`src/rtl/con_pkg.sv`:
```
package con_pkg;
  // Word index inside the window (address bits [3:2]); order fixed by the map
  typedef enum logic [1:0] {
    IDX_RX_CTRL = 2'd0,
    IDX_RX_DATA = 2'd1,
    IDX_TX_CTRL = 2'd2,
    IDX_TX_DATA = 2'd3
  } con_idx_e;

  localparam int unsigned NUM_REGS = 4;
  localparam int unsigned BIT_RDY  = 0;
  localparam int unsigned BIT_IE   = 1;
  localparam int unsigned BIT_OVR  = 2;
endpackage

```
`src/rtl/con_decode.sv`:
```
module con_decode #(
  parameter int unsigned ADDR_W   = 32,
  parameter logic [31:0] BASE     = 32'hFFFF0000,
  parameter int unsigned WIN_BITS = 4
) (
  input  logic                         sel,
  input  logic                         we,
  input  logic [ADDR_W-1:0]            addr,
  output logic [con_pkg::NUM_REGS-1:0] rd_hit,
  output logic [con_pkg::NUM_REGS-1:0] wr_hit
);
  localparam int unsigned IDX_W = WIN_BITS - 2;

  logic             in_win;
  logic [IDX_W-1:0] idx;

  assign in_win = sel
                  && (addr[ADDR_W-1:WIN_BITS] == BASE[ADDR_W-1:WIN_BITS])
                  && (addr[1:0] == 2'b00);
  assign idx = addr[WIN_BITS-1:2];

  for (genvar g = 0; g < con_pkg::NUM_REGS; g++) begin : g_hit
    assign rd_hit[g] = in_win && !we && (idx == IDX_W'(g));
    assign wr_hit[g] = in_win &&  we && (idx == IDX_W'(g));
  end
endmodule

```
`src/rtl/con_rx_chan.sv`:
```
module con_rx_chan #(
  parameter int unsigned CHAR_W = 8
) (
  input  logic              clk,
  input  logic              rst,
  input  logic              dev_valid,
  input  logic [CHAR_W-1:0] dev_char,
  input  logic              ld_data,
  input  logic              ld_ctrl,
  input  logic              st_ctrl,
  input  logic              st_ie,
  output logic              rdy,
  output logic              ie,
  output logic              ovr,
  output logic [CHAR_W-1:0] chr
);
  always_ff @(posedge clk) begin
    if (rst) begin
      rdy <= 1'b0;
      ie  <= 1'b0;
      ovr <= 1'b0;
      chr <= '0;
    end else begin
      // arrival beats the clearing load
      if (dev_valid) begin
        chr <= dev_char;
        rdy <= 1'b1;
      end else if (ld_data) begin
        rdy <= 1'b0;
      end
      // setting the overrun bit beats the clearing read
      if (dev_valid && rdy && !ld_data) begin
        ovr <= 1'b1;
      end else if (ld_ctrl) begin
        ovr <= 1'b0;
      end
      if (st_ctrl) begin
        ie <= st_ie;
      end
    end
  end
endmodule

```
`src/rtl/con_tx_chan.sv`:
```
module con_tx_chan #(
  parameter int unsigned CHAR_W = 8
) (
  input  logic              clk,
  input  logic              rst,
  input  logic              st_data,
  input  logic [CHAR_W-1:0] st_char,
  input  logic              st_ctrl,
  input  logic              st_ie,
  input  logic              dev_take,
  output logic              rdy,
  output logic              ie,
  output logic              pend,
  output logic [CHAR_W-1:0] chr
);
  always_ff @(posedge clk) begin
    if (rst) begin
      rdy  <= 1'b1;
      ie   <= 1'b0;
      pend <= 1'b0;
      chr  <= '0;
    end else begin
      if (pend && dev_take) begin
        pend <= 1'b0;
        rdy  <= 1'b1;
      end else if (st_data && rdy) begin
        chr  <= st_char;
        pend <= 1'b1;
        rdy  <= 1'b0;
      end
      if (st_ctrl) begin
        ie <= st_ie;
      end
    end
  end
endmodule

```
`src/rtl/con_mmio.sv`:
```
module con_mmio #(
  parameter int unsigned ADDR_W   = 32,
  parameter int unsigned DATA_W   = 32,
  parameter int unsigned CHAR_W   = 8,
  parameter logic [31:0] BASE     = 32'hFFFF0000,
  parameter int unsigned WIN_BITS = 4
) (
  input  logic              clk,
  input  logic              rst,
  input  logic              bus_sel,
  input  logic              bus_we,
  input  logic [ADDR_W-1:0] bus_addr,
  input  logic [DATA_W-1:0] bus_wdata,
  output logic [DATA_W-1:0] bus_rdata,
  input  logic              kb_valid,
  input  logic [CHAR_W-1:0] kb_char,
  output logic              scr_valid,
  output logic [CHAR_W-1:0] scr_char,
  input  logic              scr_take,
  output logic              irq
);
  import con_pkg::*;

  logic [NUM_REGS-1:0] rd_hit, wr_hit;
  logic                rx_rdy, rx_ie, rx_ovr;
  logic [CHAR_W-1:0]   rx_chr;
  logic                tx_rdy, tx_ie;
  logic [DATA_W-1:0]   rd_mux;
  logic                irq_d;

  con_decode #(.ADDR_W(ADDR_W), .BASE(BASE), .WIN_BITS(WIN_BITS)) u_dec (
    .sel(bus_sel), .we(bus_we), .addr(bus_addr),
    .rd_hit(rd_hit), .wr_hit(wr_hit)
  );

  con_rx_chan #(.CHAR_W(CHAR_W)) u_rx (
    .clk(clk), .rst(rst),
    .dev_valid(kb_valid), .dev_char(kb_char),
    .ld_data(rd_hit[IDX_RX_DATA]), .ld_ctrl(rd_hit[IDX_RX_CTRL]),
    .st_ctrl(wr_hit[IDX_RX_CTRL]), .st_ie(bus_wdata[BIT_IE]),
    .rdy(rx_rdy), .ie(rx_ie), .ovr(rx_ovr), .chr(rx_chr)
  );

  con_tx_chan #(.CHAR_W(CHAR_W)) u_tx (
    .clk(clk), .rst(rst),
    .st_data(wr_hit[IDX_TX_DATA]), .st_char(bus_wdata[CHAR_W-1:0]),
    .st_ctrl(wr_hit[IDX_TX_CTRL]), .st_ie(bus_wdata[BIT_IE]),
    .dev_take(scr_take),
    .rdy(tx_rdy), .ie(tx_ie), .pend(scr_valid), .chr(scr_char)
  );

  always_comb begin
    rd_mux = '0;
    if (rd_hit[IDX_RX_CTRL]) begin
      rd_mux[BIT_RDY] = rx_rdy;
      rd_mux[BIT_IE]  = rx_ie;
      rd_mux[BIT_OVR] = rx_ovr;
    end
    if (rd_hit[IDX_RX_DATA]) rd_mux[CHAR_W-1:0] = rx_chr;
    if (rd_hit[IDX_TX_CTRL]) begin
      rd_mux[BIT_RDY] = tx_rdy;
      rd_mux[BIT_IE]  = tx_ie;
    end
    if (rd_hit[IDX_TX_DATA]) rd_mux[CHAR_W-1:0] = scr_char;
  end

  assign irq_d = (rx_rdy && rx_ie) || (tx_rdy && tx_ie);

  always_ff @(posedge clk) begin
    if (rst) begin
      bus_rdata <= '0;
      irq       <= 1'b0;
    end else begin
      bus_rdata <= rd_mux;
      irq       <= irq_d;
    end
  end
endmodule

```
`config.mk`:
```
export PLATFORM = sky130hd
export DESIGN_NAME = con_mmio
export DESIGN_NICKNAME = d
export VERILOG_FILES = /design/src/rtl/con_pkg.sv /design/src/rtl/con_decode.sv /design/src/rtl/con_rx_chan.sv /design/src/rtl/con_tx_chan.sv /design/src/rtl/con_mmio.sv
export SDC_FILE = /design/constraint.sdc
export NUM_CORES = 1
export LEC_CHECK = 0
export ABC_AREA = 1
export BUFFER_PORTS_ARGS = -buffer_cell sky130_fd_sc_hd__buf_2
export CAP_MARGIN = 20
export CORE_MARGIN = 2
export CORE_UTILIZATION = 42
export DETAILED_ROUTE_END_ITERATION = 10
export GPL_ROUTABILITY_DRIVEN = 0
export HOLD_SLACK_MARGIN = 0.06
export PLACE_DENSITY = 0.81
export SLEW_MARGIN = 0
export SYNTH_ARGS = -nofsm -noshare
export SYNTH_HDL_FRONTEND = slang
export SYNTH_HIERARCHICAL = 1
export SYNTH_SLANG_ARGS = --single-unit
```
`constraint.sdc`:
```
create_clock -name clk -period 1.8 [get_ports clk]
set_clock_uncertainty 0.15 [all_clocks]
set_input_delay 0.27 -clock clk [delete_from_list [all_inputs] [get_ports clk]]
set_output_delay 0.27 -clock clk [all_outputs]
set_load 0.05 [all_outputs]
```
Word level (Yosys, flattened, before mapping)
Index checks and enable logic that the tools add are counted.

cells by class
  equal/unequal tests = 4
  mux-type cells = 8
  bitwise operators = 1
  reductions and logical operators = 26

operator list
  kind                                                  count
  equality test 28 bit (second input constant)          1
  logical AND 1 bit                                     17
  two-way mux 8 bit                                     2
  equality test 2 bit (second input constant)           2
  zero test 2 bit                                       2
  two-way mux 1 bit                                     4
  nonzero test 2 bit                                    2
  two-way mux 3 bit                                     1
  equality test 2 x 1 -> 1 bit (second input constant)  1
  zero test 1 bit                                       2
  two-way mux 2 bit                                     1
  AND reduction 2 bit                                   1
  OR reduction 2 bit                                    1
  logical OR 1 bit                                      1
  NOT 1 bit                                             1

storage, ports and cells
  bits in registers = 55
  input port bits = 78
  output and inout bits = 42

Longest topological paths before layout
  depth in word-level cells = 9
  mapped depth = 13
  depth with buffers taken out = 13

Hierarchy
The synthesis kept the hierarchy.

by module, submodules not included
  module       times used  cells an instance  area an instance (um^2)  sequential area each (um^2)
  con_mmio     1           80                 573.0                    180.2
  con_tx_chan  1           66                 518.0                    220.2
  con_rx_chan  1           49                 435.4                    220.2
  con_decode   1           59                 239.0                    0.0

Least setup slack after synthesis
OpenSTA, ideal clock, no wires.

  path kind = in2reg
  start point = input bus_addr[14]
  end point = register bus_rdata[0]
  setup time = 120 ps
  arrival = 1317 ps
  setup slack = 212 ps
  cell stages on the path = 11
  buffers on the path = 1
  cell sequence = inv_1 nand2_1 nor2_1 nand2_1 nor2_2 nand3_2 nor2_1 buf_6 inv_1 o21ai_0 a21oi_1

RTL lines
  what                            RTL line          text
  from (decl)                     con_mmio.sv:12    input logic [ADDR_W-1:0] bus_addr,
  equality test 28 bit            con_decode.sv:18  && (addr[ADDR_W-1:WIN_BITS] == BASE[ADDR_W-1:WIN_BITS])
  logical AND 1 bit               con_decode.sv:18
  logical AND 1 bit               con_decode.sv:19  && (addr[1:0] == 2'b00);
  logical AND 1 bit (2 in a row)  con_decode.sv:23  assign rd_hit[g] = in_win && !we && (idx == IDX_W'(g));
  named net rd_hit[3]             con_mmio.sv:24    logic [NUM_REGS-1:0] rd_hit, wr_hit;
  two-way mux 8 bit               con_mmio.sv:64    if (rd_hit[IDX_TX_DATA]) rd_mux[CHAR_W-1:0] = scr_char;
  to (signal assigned)            con_mmio.sv:74    bus_rdata <= rd_mux;
  to (decl)                       con_mmio.sv:14    output logic [DATA_W-1:0] bus_rdata,

The timed path passes the listed nets, and every way through them passes these cells.
A chain may end at the register's enable or synchronous reset.

Worst setup path after layout
  start point = input bus_addr[4]
  end point = register bus_rdata[2]

Same word-level chain as after synthesis.

==> flow_metrics.env <==
export IMPL_status="finished clean"
export IMPL_clkPwrFrac_pct=35.7
export IMPL_cts_buffer_depth=2
export IMPL_antenna_found_initial=0
export IMPL_clock_latency_ns=0.29
export IMPL_endpoint_kind="register"
export IMPL_hold_path_class="input port to register"
export IMPL_dp_hpwl_um=2820
export IMPL_cp_slowest_cell="buf_4"
export IMPL_cp_required_ns=1.82
export IMPL_die_w_um=68.8
export IMPL_cpLargestDelayFamily="simple AND/OR/NAND/NOR gates"
export IMPL_start_util_pct=43.7
export IMPL_power_density_mw_per_mm2=696
export IMPL_max_freq_mhz=690
export IMPL_slew_viol_final=0
export IMPL_drive_gt1_share_pct=33.6
export IMPL_post_cts_buffers=0
export IMPL_comb_power_share_pct=16.4
export IMPL_max_stage_delay_ns=0.19
export IMPL_numCtsBuffers=5
export IMPL_critical_path_class="input port to register"
export IMPL_rsz0062_at_grt="false"
export IMPL_cts_tree="built"
export IMPL_critical_path_depth=14
export IMPL_ir_worst_vdd_mv=0.270
export IMPL_gr_total_overflow=0
export IMPL_finalCritPeriodShare_pct=80.5
export IMPL_clk_pin_slew_ns=0.06
export IMPL_fin_crit_ns=1.45
export IMPL_wl_um=3600
export IMPL_rows=23
export IMPL_seq_power_share_pct=47.9
export IMPL_p_leak_nw=1.11
export IMPL_yosysWarningCount=6
export IMPL_internal_power_mw=1.03
export IMPL_die_h_um=68.8
export IMPL_critPathLaunch="bus_addr[4]"
export IMPL_start_kind="input port"
export IMPL_hold_viol=0
export IMPL_post_drt_wl_per_cell_um=9.55
export IMPL_critPathArrivalTime_ns=1.47
export IMPL_area_growth_pct=20.5
export IMPL_antenna_left=0
export IMPL_crit_buf_inv=3
export IMPL_r2r_cells=5
export IMPL_n_antenna_cell=0
export IMPL_ff2ff_setup_slack_ns=0.69
export IMPL_vias_per_cell=4.28
export IMPL_synthesis_area_mm2=0.00176
export IMPL_final_setup_viol_count=0
export IMPL_cts_sinks=31
export IMPL_die_area_mm2=0.00473
export IMPL_reg2reg_from="u_tx/rdy$_SDFFE_PP1P_"
export IMPL_ctsHoldBuffers=0
export IMPL_r2r_end="u_tx/chr[0]$_SDFFE_PP0P_"
export IMPL_cts_resized=0
export IMPL_cts_root_buf="clkbuf_8"
export IMPL_placed_cell_area_mm2=0.00204
export IMPL_synth_cells=253
export IMPL_cpMostUsedCell="nor2_1"
export IMPL_fillers=405
export IMPL_nNetsFinal=404
export IMPL_vias=1613
export IMPL_core_area_mm2=0.00403
export IMPL_drt_first_pass_iters=4
export IMPL_cts_htree_levels=2
export IMPL_maxCapViolations=0
export IMPL_postLayoutCellArea_mm2=0.00212
export IMPL_drcViolationCount=0
export IMPL_crit_fanout=11
export IMPL_p_switching_uw=444
export IMPL_final_setup_worst_slack_ns=0.351
export IMPL_setup_tns_ns=0
export IMPL_grt_pass1_wl_um=5940
export IMPL_grt_pass1_vias=1417
export IMPL_worstSetupEndpoint="bus_rdata[2]$_SDFF_PP0_"
export IMPL_power_total_mw=1.48
export IMPL_place_ws_ns=0.0331
export IMPL_grt_use_total_pct=16.6
export IMPL_drt_iter0_markers=60
export IMPL_io_buffers=71
export IMPL_swShare_pct=30.0
export IMPL_io_pins=120
export IMPL_cp_cell_sequence="buf_2 -> inv_1 -> nand2_1 -> nor2_1 -> nand2_1 -> nor2_2 -> nand3_2 -> nor2_1 -> buf_4 -> nor2_4 -> nand2_2 -> nand2_1 -> nor2_1 -> nor2_1"
export IMPL_grt_max_degree=19
export IMPL_post_synth_cell_area_avg_um2=6.96
-- layer usage --
metal / vias up / GRT usage, % / part of all wire (%)
li1: 867 / - / -
met1: 699 / 19.0 / 42
met2: 43 / 28.2 / 50
met3: 4 / 6.49 / 6.5
met4: 0 / 5.39 / 0.94
met5: - / 0 / 0
-- worst min-delay path: stages --
cell and delay [ns]:
buf_2 0.09, nand2_1 0.07, a21oi_2 0.05
-- sequential cells by signal (all words and copies together) (netlist names) --
register   flops
irq            1
u_tx/pend      1
u_tx/rdy       1
u_rx/ovr       1
u_rx/ie        1
bus_rdata      8
u_tx/chr       8
u_rx/chr       8
u_rx/rdy       1
u_tx/ie        1
-- area by class of cell --
type | count | area, um2 | area share, %
clock buffer | 6 | 72.6 | 3.42
clock inverter | 2 | 12.5 | 0.589
inverter | 35 | 141 | 6.66
multi-input combinational | 179 | 836 | 39.4
sequential | 31 | 621 | 29.2
tap | 50 | 62.6 | 2.95
timing repair buffer | 74 | 378 | 17.8
-- how the worst min path moves through the flow --
stage	slack (ns)	cells after the start	start	to
CTS	0.08	2	rst	u_rx/ovr$_SDFFE_PP0P_
finish	0.09	3	kb_char[5]	u_rx/chr[5]$_SDFFE_PP0P_
global placement	0.31	2	u_rx/chr[6]$_SDFFE_PP0P_	u_rx/chr[6]$_SDFFE_PP0P_
global route	0.08	3	bus_wdata[1]	u_tx/ie$_SDFFE_PP0P_
floorplan	0.19	1	rst	u_rx/rdy$_SDFFE_PP0P_
detailed placement	0.31	2	u_rx/chr[0]$_SDFFE_PP0P_	u_rx/chr[0]$_SDFFE_PP0P_
-- cell usage in the layout (no fill, tap or decap), drive strengths merged --
cell type / n
o21ai: 3
conb: 24
nor3: 1
nor2: 30
buf: 74
inv: 35
clkinvlp: 1
clkbuf: 6
nand3: 14
clkinv: 1
dfxtp: 31
a21oi: 30
nand2: 77
-- power groups by stage --
stage | Clock (mW) | Combinational, mW | Sequential (mW)
3_3_place_gp | 0 | 0.237 | 0.722
2_1_floorplan | 0 | 0.218 | 0.720
3_5_place_dp | 0 | 0.241 | 0.722
4_1_cts | 0.548 | 0.241 | 0.707
5_1_grt | 0.582 | 0.265 | 0.708
6_report | 0.528 | 0.242 | 0.708
-- stage by stage --
| stage | hold slack (ns) | cells | util [%] |
|---|---|---|---|
| finish | 0.0940 | 377 | 52.7 |
| floorplan | 0.189 | 276 | - |
| detailed placement | 0.312 | 369 | 50.6 |
| CTS | 0.0778 | 377 | 52.7 |
| global placement | 0.310 | 369 | 50.6 |
| global route | 0.0823 | 377 | 52.7 |
Note: power is estimated with default switching activity, not from simulation.
